**config.mk**
```make
export PLATFORM = sky130hd
export DESIGN_NAME = vga_layer_compositor
export DESIGN_NICKNAME = d
export VERILOG_FILES = /design/src/rtl/vlc_pkg.sv /design/src/rtl/vlc_scan_axis.sv /design/src/rtl/vlc_layer_mux.sv /design/src/rtl/vga_layer_compositor.sv
export SDC_FILE = /design/constraint.sdc
export NUM_CORES = 1
export LEC_CHECK = 0
export CAP_MARGIN = 20
export CELL_PAD_IN_SITES_DETAIL_PLACEMENT = 2
export CELL_PAD_IN_SITES_GLOBAL_PLACEMENT = 2
export CORE_MARGIN = 5
export CORE_UTILIZATION = 18
export CTS_CLUSTER_SIZE = 30
export DETAILED_ROUTE_END_ITERATION = 12
export HOLD_SLACK_MARGIN = 0.03
export PLACE_DENSITY = 0.82
export SLEW_MARGIN = 20
export SYNTH_ARGS = -nofsm -noshare
export SYNTH_HDL_FRONTEND = slang
export SYNTH_HIERARCHICAL = 1
export SYNTH_SLANG_ARGS = --single-unit
```
**constraint.sdc**
```tcl
create_clock -name clk -period 3.2 [get_ports clk]
set_clock_uncertainty 0.05 [all_clocks]
set_input_delay 0.32 -clock clk [delete_from_list [all_inputs] [get_ports clk]]
set_output_delay 0.32 -clock clk [all_outputs]
set_load 0.03 [all_outputs]
```
**src/rtl/vlc_pkg.sv**
```systemverilog
package vlc_pkg;

    localparam int COLOR_W = 10;

    typedef struct packed {
        logic [COLOR_W-1:0] r;
        logic [COLOR_W-1:0] g;
        logic [COLOR_W-1:0] b;
    } rgb_t;

    typedef enum logic {
        LAYER_BG = 1'b0,
        LAYER_FG = 1'b1
    } layer_e;

    localparam rgb_t RGB_BLACK = '{r: '0, g: '0, b: '0};

    // Counter width needed to hold 0 .. total-1
    function automatic int span_width(int total);
        return (total <= 2) ? 1 : $clog2(total);
    endfunction

    function automatic layer_e pick_layer(logic show, logic en);
        return (show && en) ? LAYER_FG : LAYER_BG;
    endfunction

endpackage

```
**src/rtl/vlc_scan_axis.sv**
```systemverilog
module vlc_scan_axis #(
    parameter int VIS  = 640,
    parameter int FP   = 16,
    parameter int SYNC = 96,
    parameter int BP   = 48,
    localparam int TOTAL = VIS + FP + SYNC + BP,
    localparam int CW    = vlc_pkg::span_width(TOTAL)
) (
    input  logic          clk,
    input  logic          rst,
    input  logic          step,
    output logic [CW-1:0] count,
    output logic          last,
    output logic          active,
    output logic          in_sync
);

    localparam logic [CW-1:0] LAST_C    = CW'(TOTAL - 1);
    localparam logic [CW-1:0] VIS_C     = CW'(VIS);
    localparam logic [CW-1:0] SYNC_LO_C = CW'(VIS + FP);
    localparam logic [CW-1:0] SYNC_HI_C = CW'(VIS + FP + SYNC - 1);

    always_ff @(posedge clk) begin
        if (rst) begin
            count <= '0;
        end else if (step) begin
            count <= last ? '0 : count + CW'(1);
        end
    end

    always_comb begin
        last    = (count == LAST_C);
        active  = (count < VIS_C);
        in_sync = (count >= SYNC_LO_C) && (count <= SYNC_HI_C);
    end


    step_advance_chk: assert property (@(posedge clk) disable iff (rst)
        (step && !last) |=> (count == $past(count) + CW'(1)));


    wrap_zero_chk: assert property (@(posedge clk) disable iff (rst)
        (step && last) |=> (count == '0));


    hold_chk: assert property (@(posedge clk) disable iff (rst)
        !step |=> $stable(count));

endmodule

```
**src/rtl/vlc_layer_mux.sv**
```systemverilog
module vlc_layer_mux
    import vlc_pkg::*;
(
    input  logic vis,
    input  logic show,
    input  logic en,
    input  rgb_t fg,
    input  rgb_t bg,
    output rgb_t pix
);

    always_comb begin
        pix = RGB_BLACK;
        if (vis) begin
            case (pick_layer(show, en))
                LAYER_FG: pix = fg;
                default:  pix = bg;
            endcase
        end
    end

endmodule

```
**src/rtl/vga_layer_compositor.sv**
```systemverilog
module vga_layer_compositor #(
    parameter int H_VIS  = 640,
    parameter int H_FP   = 16,
    parameter int H_SYNC = 96,
    parameter int H_BP   = 48,
    parameter int V_VIS  = 480,
    parameter int V_FP   = 10,
    parameter int V_SYNC = 2,
    parameter int V_BP   = 33,
    localparam int X_W = vlc_pkg::span_width(H_VIS + H_FP + H_SYNC + H_BP),
    localparam int Y_W = vlc_pkg::span_width(V_VIS + V_FP + V_SYNC + V_BP)
) (
    input  logic                       clk,
    input  logic                       rst,
    input  logic                       fg_show,
    input  logic                       fg_en,
    input  logic [vlc_pkg::COLOR_W-1:0] fg_r,
    input  logic [vlc_pkg::COLOR_W-1:0] fg_g,
    input  logic [vlc_pkg::COLOR_W-1:0] fg_b,
    input  logic [vlc_pkg::COLOR_W-1:0] bg_r,
    input  logic [vlc_pkg::COLOR_W-1:0] bg_g,
    input  logic [vlc_pkg::COLOR_W-1:0] bg_b,
    output logic [X_W-1:0]             pos_x,
    output logic [Y_W-1:0]             pos_y,
    output logic                       pos_valid,
    output logic                       hsync_n,
    output logic                       vsync_n,
    output logic                       blank_n,
    output logic [vlc_pkg::COLOR_W-1:0] out_r,
    output logic [vlc_pkg::COLOR_W-1:0] out_g,
    output logic [vlc_pkg::COLOR_W-1:0] out_b
);
    import vlc_pkg::*;

    localparam logic [X_W-1:0] H_VIS_C = X_W'(H_VIS);
    localparam logic [Y_W-1:0] V_VIS_C = Y_W'(V_VIS);

    logic h_last, h_act, h_sync;
    logic v_last, v_act, v_sync;
    logic vis_q, show_q;
    rgb_t fg_pix, bg_pix, shown;

    vlc_scan_axis #(
        .VIS(H_VIS), .FP(H_FP), .SYNC(H_SYNC), .BP(H_BP)
    ) u_h_axis (
        .clk     (clk),
        .rst     (rst),
        .step    (1'b1),
        .count   (pos_x),
        .last    (h_last),
        .active  (h_act),
        .in_sync (h_sync)
    );

    vlc_scan_axis #(
        .VIS(V_VIS), .FP(V_FP), .SYNC(V_SYNC), .BP(V_BP)
    ) u_v_axis (
        .clk     (clk),
        .rst     (rst),
        .step    (h_last),
        .count   (pos_y),
        .last    (v_last),
        .active  (v_act),
        .in_sync (v_sync)
    );

    assign pos_valid = h_act && v_act;

    // One stage of delay so syncs, blank and color describe the same pixel
    always_ff @(posedge clk) begin
        if (rst) begin
            hsync_n <= 1'b1;
            vsync_n <= 1'b1;
            vis_q   <= 1'b0;
            show_q  <= 1'b0;
        end else begin
            hsync_n <= ~h_sync;
            vsync_n <= ~v_sync;
            vis_q   <= pos_valid;
            show_q  <= fg_show;
        end
    end

    assign blank_n = hsync_n & vsync_n;

    assign fg_pix = '{r: fg_r, g: fg_g, b: fg_b};
    assign bg_pix = '{r: bg_r, g: bg_g, b: bg_b};

    vlc_layer_mux u_mux (
        .vis  (vis_q),
        .show (show_q),
        .en   (fg_en),
        .fg   (fg_pix),
        .bg   (bg_pix),
        .pix  (shown)
    );

    assign out_r = shown.r;
    assign out_g = shown.g;
    assign out_b = shown.b;


    frame_wrap_chk: assert property (@(posedge clk) disable iff (rst)
        (h_last && v_last) |=> (pos_x == '0 && pos_y == '0));


    valid_inside_chk: assert property (@(posedge clk) disable iff (rst)
        pos_valid |-> (pos_x < H_VIS_C && pos_y < V_VIS_C));


    hsync_low_chk: assert property (@(posedge clk) disable iff (rst)
        h_sync |=> !hsync_n);


    vsync_low_chk: assert property (@(posedge clk) disable iff (rst)
        v_sync |=> !vsync_n);


    blank_on_sync_chk: assert property (@(posedge clk) disable iff (rst)
        (!hsync_n || !vsync_n) |-> !blank_n);


    blank_off_chk: assert property (@(posedge clk) disable iff (rst)
        (hsync_n && vsync_n) |-> blank_n);


    bg_when_hidden_chk: assert property (@(posedge clk) disable iff (rst)
        (!fg_show && pos_valid) |=> (out_r == bg_r && out_g == bg_g && out_b == bg_b));


    dark_outside_chk: assert property (@(posedge clk) disable iff (rst)
        !pos_valid |=> (out_r == '0 && out_g == '0 && out_b == '0));

endmodule

```
==> impl_results.html, run 1 <==
<table>
<tr><th>Metric</th><th>Value</th></tr>
<tr><th colspan="2">Routing</th></tr>
<tr><td>Count of vias placed by the detailed router</td><td>~2300</td></tr>
<tr><td>Wire length per cell</td><td>16.9 µm</td></tr>
<tr><td>Pre-antenna DRT Iters</td><td>4</td></tr>
<tr><td>Remaining DRCs</td><td>0</td></tr>
<tr><td>Final routed wirelength across all metal layers</td><td>between 8000 and 9000 µm</td></tr>
<tr><td>Remaining antenna violation count after routing</td><td>0</td></tr>
<tr><td>Number of violations reported at the end of detailed-routing iteration 0</td><td>roughly 110</td></tr>
<tr><td>Via count normalized by instance count</td><td>about 4.8</td></tr>
<tr><th colspan="2">Worst setup path</th></tr>
<tr><td>R2r setup slk</td><td>roughly 640 ps</td></tr>
<tr><td>Launch instance of the worst register-to-register path</td><td>u_h_axis/count[5]$_SDFFE_PP0P_</td></tr>
<tr><td>Crit path kind</td><td>reg2reg</td></tr>
<tr><td>Required time at the worst-slack endpoint</td><td>3350 ps</td></tr>
<tr><td>Nature of the critical path startpoint</td><td>flop</td></tr>
<tr><td>Arrival time of the worst setup path</td><td>2710 ps</td></tr>
<tr><td>Largest fanout on the critical path</td><td>10</td></tr>
<tr><td>Biggest cell delay along the critical path</td><td>roughly 610 ps</td></tr>
<tr><td>Cell depth of the worst flop-to-flop path</td><td>5</td></tr>
<tr><td>Worst R2R End</td><td>u_v_axis/count[7]$_SDFFE_PP0P_</td></tr>
<tr><td>Max stage delay cell, worst path</td><td>sky130_fd_sc_hd__or4b_4</td></tr>
<tr><td>Critical-path cell list</td><td>or4b_4 &gt; nor4_2 &gt; nand3_1 &gt; or4_1 &gt; a21oi_1</td></tr>
<tr><td>Setup crit end kind</td><td>flop</td></tr>
<tr><th colspan="2">Placement</th></tr>
<tr><td>Dpl ws</td><td>692 ps</td></tr>
<tr><td>PortBufs</td><td>117</td></tr>
<tr><td>Final weighted congestion in routability-driven placement</td><td>~0.72</td></tr>
<tr><td>Final HPWL DP</td><td>a little over 6000 µm</td></tr>
<tr><td>Total instance count after detailed placement</td><td>474</td></tr>
<tr><td>Cell area after placement</td><td>around 3000 µm²</td></tr>
<tr><th colspan="2">Clocking</th></tr>
<tr><td>Post-CTS Resized</td><td>0</td></tr>
<tr><td>Clock sink total</td><td>24</td></tr>
<tr><td>Largest buffer count on any clock path</td><td>2</td></tr>
<tr><td>Buffers inserted by post-CTS timing repair</td><td>0</td></tr>
<tr><td>Post-cts hold buffer count</td><td>0</td></tr>
<tr><td>Clock tree from TritonCTS</td><td>built</td></tr>
<tr><td>H-Tree Level Count</td><td>1</td></tr>
<tr><td>Clk pin slew, worst setup/hold paths</td><td>approximately 90 ps</td></tr>
<tr><td>Clk Latency, worst-skew pair</td><td>270 ps</td></tr>
<tr><td>Clock Tree Root</td><td>sky130_fd_sc_hd__clkbuf_8</td></tr>
<tr><td>Total CTS buffers</td><td>3</td></tr>
<tr><th colspan="2">GRT</th></tr>
<tr><td>GRT Overall Usage</td><td>between 10% and 20%</td></tr>
<tr><td>Maximum number of pins on one net before global-route repair</td><td>32</td></tr>
<tr><td>Residual overflow from global routing</td><td>0</td></tr>
<tr><td>Antenna violations before repair</td><td>0</td></tr>
<tr><td>Number of global-route vias before repair</td><td>between 2000 and 2500</td></tr>
<tr><td>Wire length of the first global-routing pass</td><td>12400 µm</td></tr>
<tr><th colspan="2">Hold path</th></tr>
<tr><td>Launch instance of the worst min-delay path</td><td>u_v_axis/count[8]$_SDFFE_PP0P_</td></tr>
<tr><td>Hold WC Path Type</td><td>reg2reg</td></tr>
<tr><td>Hold Crit Endpoint</td><td>u_v_axis/count[8]$_SDFFE_PP0P_</td></tr>
<tr><td>Cell count of the worst hold path</td><td>2</td></tr>
<tr><th colspan="2">Timing</th></tr>
<tr><td>Final slew viol count</td><td>0</td></tr>
<tr><td>Final hold violation count</td><td>0</td></tr>
<tr><td>Unrepaired setup endpoints after global routing</td><td>false</td></tr>
<tr><td>Final-report setup violation count</td><td>0</td></tr>
<tr><td>Minimum period implied by the final worst setup slack</td><td>between 2000 and 3000 ps</td></tr>
<tr><td>Timing-limited maximum frequency</td><td>about 390 MHz</td></tr>
<tr><td>Final sum of negative setup slack</td><td>0 ps</td></tr>
<tr><td>Period Utilization, post-route</td><td>79.9%</td></tr>
<tr><td>Worst hold slack across all endpoints</td><td>approximately 470 ps</td></tr>
<tr><td>Post-route setup slack</td><td>642 ps</td></tr>
<tr><th colspan="2">Power and ir drop</th></tr>
<tr><td>Total power after layout</td><td>775 µW</td></tr>
<tr><td>Leakage power summed over all cells</td><td>between 1 and 1.5 nW</td></tr>
<tr><td>Power density over the cells</td><td>around 250 nW/µm²</td></tr>
<tr><td>VDD IR max</td><td>between 0.15 and 0.2 mV</td></tr>
<tr><th colspan="2">Yosys</th></tr>
<tr><td>Syn_nets</td><td>307</td></tr>
<tr><td>Post-synthesis instance area</td><td>~1700 µm²</td></tr>
<tr><td>Average instance area after synthesis</td><td>~7.3 µm²</td></tr>
<tr><td>Ys Warns</td><td>6</td></tr>
<tr><td>Count of mapped cells out of synthesis</td><td>239</td></tr>
<tr><th colspan="2">Final layout</th></tr>
<tr><td>Fin nets</td><td>approximately 410</td></tr>
<tr><td>Number of antenna diodes</td><td>0</td></tr>
<tr><td>Fraction of final layout cells sized beyond drive strength 1</td><td>approximately 5.5%</td></tr>
<tr><td>Fill count</td><td>1121</td></tr>
<tr><td>Number of standard cells in the final layout excluding fillers</td><td>477</td></tr>
<tr><td>Post-layout utilization of the core</td><td>a little under a third</td></tr>
<tr><td>Area Overhead vs Synth</td><td>74.6%</td></tr>
<tr><td>Post-Layout Inst Area</td><td>between 3000 and 4000 µm²</td></tr>
<tr><th colspan="2">Floorplan</th></tr>
<tr><td>DIE HEIGHT</td><td>between 100 and 150 µm</td></tr>
<tr><td>Die Wd</td><td>between 100 and 150 µm</td></tr>
<tr><td>Die area</td><td>around 12000 µm²</td></tr>
<tr><td>Starting density of the core</td><td>18.2%</td></tr>
<tr><td>Count of standard-cell rows</td><td>36</td></tr>
<tr><td>Placeable core region</td><td>around 9600 µm²</td></tr>
<tr><td>Ports placed on the boundary</td><td>roughly 120</td></tr>
<tr><th colspan="2">Job</th></tr>
<tr><td>Max Cap Violations</td><td>0</td></tr>
<tr><th colspan="2">Status</th></tr>
<tr><td>Result of the run</td><td>finished, final reports clean</td></tr>
</table>
[sequential cells by signal, indices dropped and copies added (netlist names)]
signal,count
hsync_n,1
show_q,1
u_v_axis/count,10
vsync_n,1
u_h_axis/count,10
vis_q,1
[worst max-delay path, delay by kind of cell (launching register included)]
family           cells  cell delay [ps]
AO/OA/AOI/OAI        1              150
AND/OR/NAND/NOR      4             1900
flip-flops           1              400
[layout make-up]
class                           instances  area, µm²  share of cell area, %
Clock buffer                            3       41.3                   1.36
Inverter                                7       26.3                  0.863
Multi-Input combinational cell        188       1120                   36.8
Sequential cell                        24        482                   15.8
Tap cell                              133        166                   5.47
Timing Repair Buffer                  122       1210                   39.7
[layout by cell type, fill, tap and decap left out, types with 3 or more instances in the layout]
cell	n
sky130_fd_sc_hd__o21ai_0	5
sky130_fd_sc_hd__nand4_1	36
sky130_fd_sc_hd__inv_1	7
sky130_fd_sc_hd__o21ai_1	30
sky130_fd_sc_hd__ha_1	4
sky130_fd_sc_hd__or4_1	7
sky130_fd_sc_hd__nand2_1	40
sky130_fd_sc_hd__xor2_1	6
sky130_fd_sc_hd__a21oi_1	9
sky130_fd_sc_hd__nor2_1	10
sky130_fd_sc_hd__nand3_1	4
sky130_fd_sc_hd__clkbuf_8	3
sky130_fd_sc_hd__clkdlybuf4s50_1	117
sky130_fd_sc_hd__o31ai_1	6
sky130_fd_sc_hd__buf_4	5
sky130_fd_sc_hd__dfxtp_1	23
[routing by layer]
| layer | GRT usage [%] | vias up | wire length (µm) |
|---|---|---|---|
| met2 | 23.0 | 77 | 3980 |
| met1 | 15.2 | 1105 | 3380 |
| met5 | 0 | - | 0 |
| met3 | 3.40 | 6 | 632 |
| met4 | 2.89 | 0 | 71 |
| li1 | - | 1089 | - |
[power breakdown]
group          leakage, nW  internal (mW)  switching (mW)
Clock               0.0216         0.0842          0.0979
Combinational        0.791          0.140           0.138
Sequential           0.195          0.304          0.0111
[worst max-delay path by stage]
stage / slack (ps) / depth (start not counted) / from / to
after floorplan: 710 / 7 / u_h_axis/count[5]$_SDFFE_PP0P_ / u_v_axis/count[7]$_SDFFE_PP0P_
after global placement: 770 / 5 / u_h_axis/count[5]$_SDFFE_PP0P_ / u_v_axis/count[7]$_SDFFE_PP0P_
after detailed placement: 690 / 5 / fg_en / out_b[7]
after CTS: 640 / 5 / u_h_axis/count[5]$_SDFFE_PP0P_ / u_v_axis/count[7]$_SDFFE_PP0P_
after global routing: 520 / 5 / u_h_axis/count[5]$_SDFFE_PP0P_ / u_v_axis/count[7]$_SDFFE_PP0P_
final: 640 / 5 / u_h_axis/count[5]$_SDFFE_PP0P_ / u_v_axis/count[7]$_SDFFE_PP0P_
No activity file was read; power rests on OpenSTA's default activity.
==> run 2: changes to the inputs <==
clock period = 2.7 ns   (was 3.2 ns; I/O delays follow)
==> run 2 against run 1 <==
  * Flip-flop and latch count is the same
  * Fmax grew 5.0%
  * Critical path depth is the same
  * Sequential share of layout area shrank 0.40 points
  * Wire length shrank 1.5%
  * Die area is the same
  * Clock-buffer cell count is the same
  * Power grew 33%
  * Hold slack gained 24 ps
  * First-iteration DRC count shrank 40%
  * Critical endpoint unchanged
  * Largest cell class unchanged
  * Largest power group unchanged
  * Highest routed layer unchanged
==> impl_results.html, run 2 (same netlist as run 1, synthesis figures left out) <==
<table>
<tr><th>Metric</th><th>Value</th></tr>
<tr><th colspan="2">Placement</th></tr>
<tr><td>Cell area after placement</td><td>3040 µm²</td></tr>
<tr><td>Final HPWL DP</td><td>between 6000 and 7000 µm</td></tr>
<tr><td>PortBufs</td><td>~120</td></tr>
<tr><td>Total instance count after detailed placement</td><td>roughly 480</td></tr>
<tr><td>Final weighted congestion in routability-driven placement</td><td>0.778</td></tr>
<tr><td>Dpl ws</td><td>roughly 190 ps</td></tr>
<tr><th colspan="2">Floorplan</th></tr>
<tr><td>Placeable core region</td><td>between 9000 and 10000 µm²</td></tr>
<tr><td>Die Wd</td><td>approximately 110 µm</td></tr>
<tr><td>Count of standard-cell rows</td><td>36</td></tr>
<tr><td>DIE HEIGHT</td><td>108 µm</td></tr>
<tr><td>Starting density of the core</td><td>approximately 18%</td></tr>
<tr><td>Ports placed on the boundary</td><td>118</td></tr>
<tr><td>Die area</td><td>between 10000 and 15000 µm²</td></tr>
<tr><th colspan="2">Clocking</th></tr>
<tr><td>Clk pin slew, worst setup/hold paths</td><td>roughly 90 ps</td></tr>
<tr><td>Clock Tree Root</td><td>sky130_fd_sc_hd__clkbuf_8</td></tr>
<tr><td>Clock tree from TritonCTS</td><td>built</td></tr>
<tr><td>Clock sink total</td><td>24</td></tr>
<tr><td>Total CTS buffers</td><td>3</td></tr>
<tr><td>Clk Latency, worst-skew pair</td><td>approximately 270 ps</td></tr>
<tr><td>Largest buffer count on any clock path</td><td>2</td></tr>
<tr><td>H-Tree Level Count</td><td>1</td></tr>
<tr><th colspan="2">Timing</th></tr>
<tr><td>Timing-limited maximum frequency</td><td>just over 400 MHz</td></tr>
<tr><td>Final sum of negative setup slack</td><td>0 ps</td></tr>
<tr><td>Final-report setup violation count</td><td>0</td></tr>
<tr><td>Period Utilization, post-route</td><td>approximately 90%</td></tr>
<tr><td>Post-route setup slack</td><td>roughly 260 ps</td></tr>
<tr><td>Final slew viol count</td><td>0</td></tr>
<tr><td>Final hold violation count</td><td>0</td></tr>
<tr><td>Minimum period implied by the final worst setup slack</td><td>between 2000 and 2500 ps</td></tr>
<tr><td>Unrepaired setup endpoints after global routing</td><td>false</td></tr>
<tr><th colspan="2">Routing</th></tr>
<tr><td>Number of violations reported at the end of detailed-routing iteration 0</td><td>64</td></tr>
<tr><td>Remaining DRCs</td><td>0</td></tr>
<tr><td>Wire length per cell</td><td>~17 µm</td></tr>
<tr><td>Remaining antenna violation count after routing</td><td>0</td></tr>
<tr><td>Final routed wirelength across all metal layers</td><td>between 7000 and 8000 µm</td></tr>
<tr><td>Pre-antenna DRT Iters</td><td>4</td></tr>
<tr><td>Via count normalized by instance count</td><td>around 4.7</td></tr>
<tr><td>Count of vias placed by the detailed router</td><td>roughly 2200</td></tr>
<tr><th colspan="2">Worst setup path</th></tr>
<tr><td>Required time at the worst-slack endpoint</td><td>2860 ps</td></tr>
<tr><td>Nature of the critical path startpoint</td><td>flop</td></tr>
<tr><td>Crit path kind</td><td>reg2reg</td></tr>
<tr><td>Arrival time of the worst setup path</td><td>between 2000 and 3000 ps</td></tr>
<tr><td>Setup crit end kind</td><td>flop</td></tr>
<tr><td>Largest fanout on the critical path</td><td>9</td></tr>
<tr><td>R2r setup slk</td><td>roughly 260 ps</td></tr>
<tr><td>Cell depth of the worst flop-to-flop path</td><td>5</td></tr>
<tr><th colspan="2">Final layout</th></tr>
<tr><td>Fill count</td><td>roughly 1100</td></tr>
<tr><td>FF+latch area</td><td>482 µm²</td></tr>
<tr><td>Area of the multi-input gates</td><td>~1100 µm²</td></tr>
<tr><td>Registers with the most flip-flops</td><td>u_h_axis/count (10), u_v_axis/count (10)</td></tr>
<tr><td>Post-Layout Inst Area</td><td>between 3000 and 4000 µm²</td></tr>
<tr><td>Area Overhead vs Synth</td><td>79.1%</td></tr>
<tr><td>Fraction of final layout cells sized beyond drive strength 1</td><td>under 10%</td></tr>
<tr><td>Top library cells by usage in the layout, fill and taps aside</td><td>sky130_fd_sc_hd__clkdlybuf4s50_1, sky130_fd_sc_hd__nand2_1, sky130_fd_sc_hd__nand4_1</td></tr>
<tr><td>Most common library cell in the layout ignoring fill and taps</td><td>sky130_fd_sc_hd__clkdlybuf4s50_1</td></tr>
<tr><td>Fin nets</td><td>approximately 420</td></tr>
<tr><td>Number of standard cells in the final layout excluding fillers</td><td>480</td></tr>
<tr><td>Number of antenna diodes</td><td>0</td></tr>
<tr><th colspan="2">Status</th></tr>
<tr><td>Result of the run</td><td>finished, final reports clean</td></tr>
<tr><th colspan="2">Power and ir drop</th></tr>
<tr><td>Total power after layout</td><td>between 1 and 1.5 mW</td></tr>
<tr><td>Leakage power summed over all cells</td><td>~1.1 nW</td></tr>
<tr><td>VDD IR max</td><td>roughly 0.28 mV</td></tr>
<tr><td>Power density over the cells</td><td>approximately 330 nW/µm²</td></tr>
<tr><th colspan="2">GRT</th></tr>
<tr><td>Antenna violations before repair</td><td>0</td></tr>
<tr><td>Maximum number of pins on one net before global-route repair</td><td>45</td></tr>
<tr><td>Number of global-route vias before repair</td><td>2421</td></tr>
<tr><td>Residual overflow from global routing</td><td>0</td></tr>
<tr><td>Wire length of the first global-routing pass</td><td>around 12000 µm</td></tr>
<tr><td>GRT Overall Usage</td><td>approximately 13%</td></tr>
<tr><th colspan="2">Job</th></tr>
<tr><td>Max Cap Violations</td><td>0</td></tr>
<tr><th colspan="2">Hold path</th></tr>
<tr><td>Hold WC Path Type</td><td>reg2reg</td></tr>
<tr><td>Cell count of the worst hold path</td><td>2</td></tr>
</table>
==> run 2: timing repair <==
| item | in CTS | in global routing |
|---|---|---|
| hold buffers | 0 | 0 |
| resized for setup | 0 | 1 |
| endpoints found under the setup margin | 0 | 1 |
| setup buffers | 0 | 0 |
==> run 2: stage by stage <==
stage                     utilization, %  hold WS (ps)
after global placement              31.7           462
after floorplan                        -           289
after detailed placement            31.7           485
after CTS                           32.4           500
final                               32.5           498
after global routing                32.5           492
==> run 2: path summary, 6_finish.rpt <==
path,start,endpoint
worst max-delay path,u_h_axis/count[6]$_SDFFE_PP0P_,u_v_axis/count[7]$_SDFFE_PP0P_
worst max register to register,u_h_axis/count[6]$_SDFFE_PP0P_,u_v_axis/count[7]$_SDFFE_PP0P_
worst min-delay path,u_v_axis/count[8]$_SDFFE_PP0P_,u_v_axis/count[8]$_SDFFE_PP0P_
worst min register to register,u_v_axis/count[8]$_SDFFE_PP0P_,u_v_axis/count[8]$_SDFFE_PP0P_
==> run 2: area by class of cell <==
cell class / instances / area share, %
Inverter: 7 / 0.842
Timing Repair Buffer: 124 / 40.0
Clock inverter: 1 / 0.962
Tap cell: 133 / 5.33
Sequential cell: 24 / 15.4
Multi-Input combinational cell: 188 / 36.1
Clock buffer: 3 / 1.32
==> run 2: power breakdown <==
group | switching, mW | leakage, nW | internal [mW]
Sequential | 0.0113 | 0.195 | 0.360
Combinational | 0.166 | 0.826 | 0.172
Clock | 0.123 | 0.0357 | 0.198
==> run 2: critical path, cell delays in order, from the launching register on <==
cell and delay [ps]:
sky130_fd_sc_hd__dfxtp_1 420, sky130_fd_sc_hd__or4b_4 610, sky130_fd_sc_hd__nor4_4 370, sky130_fd_sc_hd__nand3_1 250
sky130_fd_sc_hd__or4_1 520, sky130_fd_sc_hd__a21oi_1 150
==> run 2: per-layer routing <==
layer  track usage, %  vias to the layer above  share of wire (%)  wire (µm)
li1                 -                     1092                  -          -
met1             15.4                     1073                 44       3500
met2             23.7                       78                 49       3920
met3             2.57                        4                6.0        475
met4             2.71                        0               0.73         58
met5                0                        -                  0          0
==> run 3: changes to the inputs <==
SLEW_MARGIN = unset   (was 20)
==> results of run 3 <==
The final DEF is identical to that of run 2; final timing and power are the same.
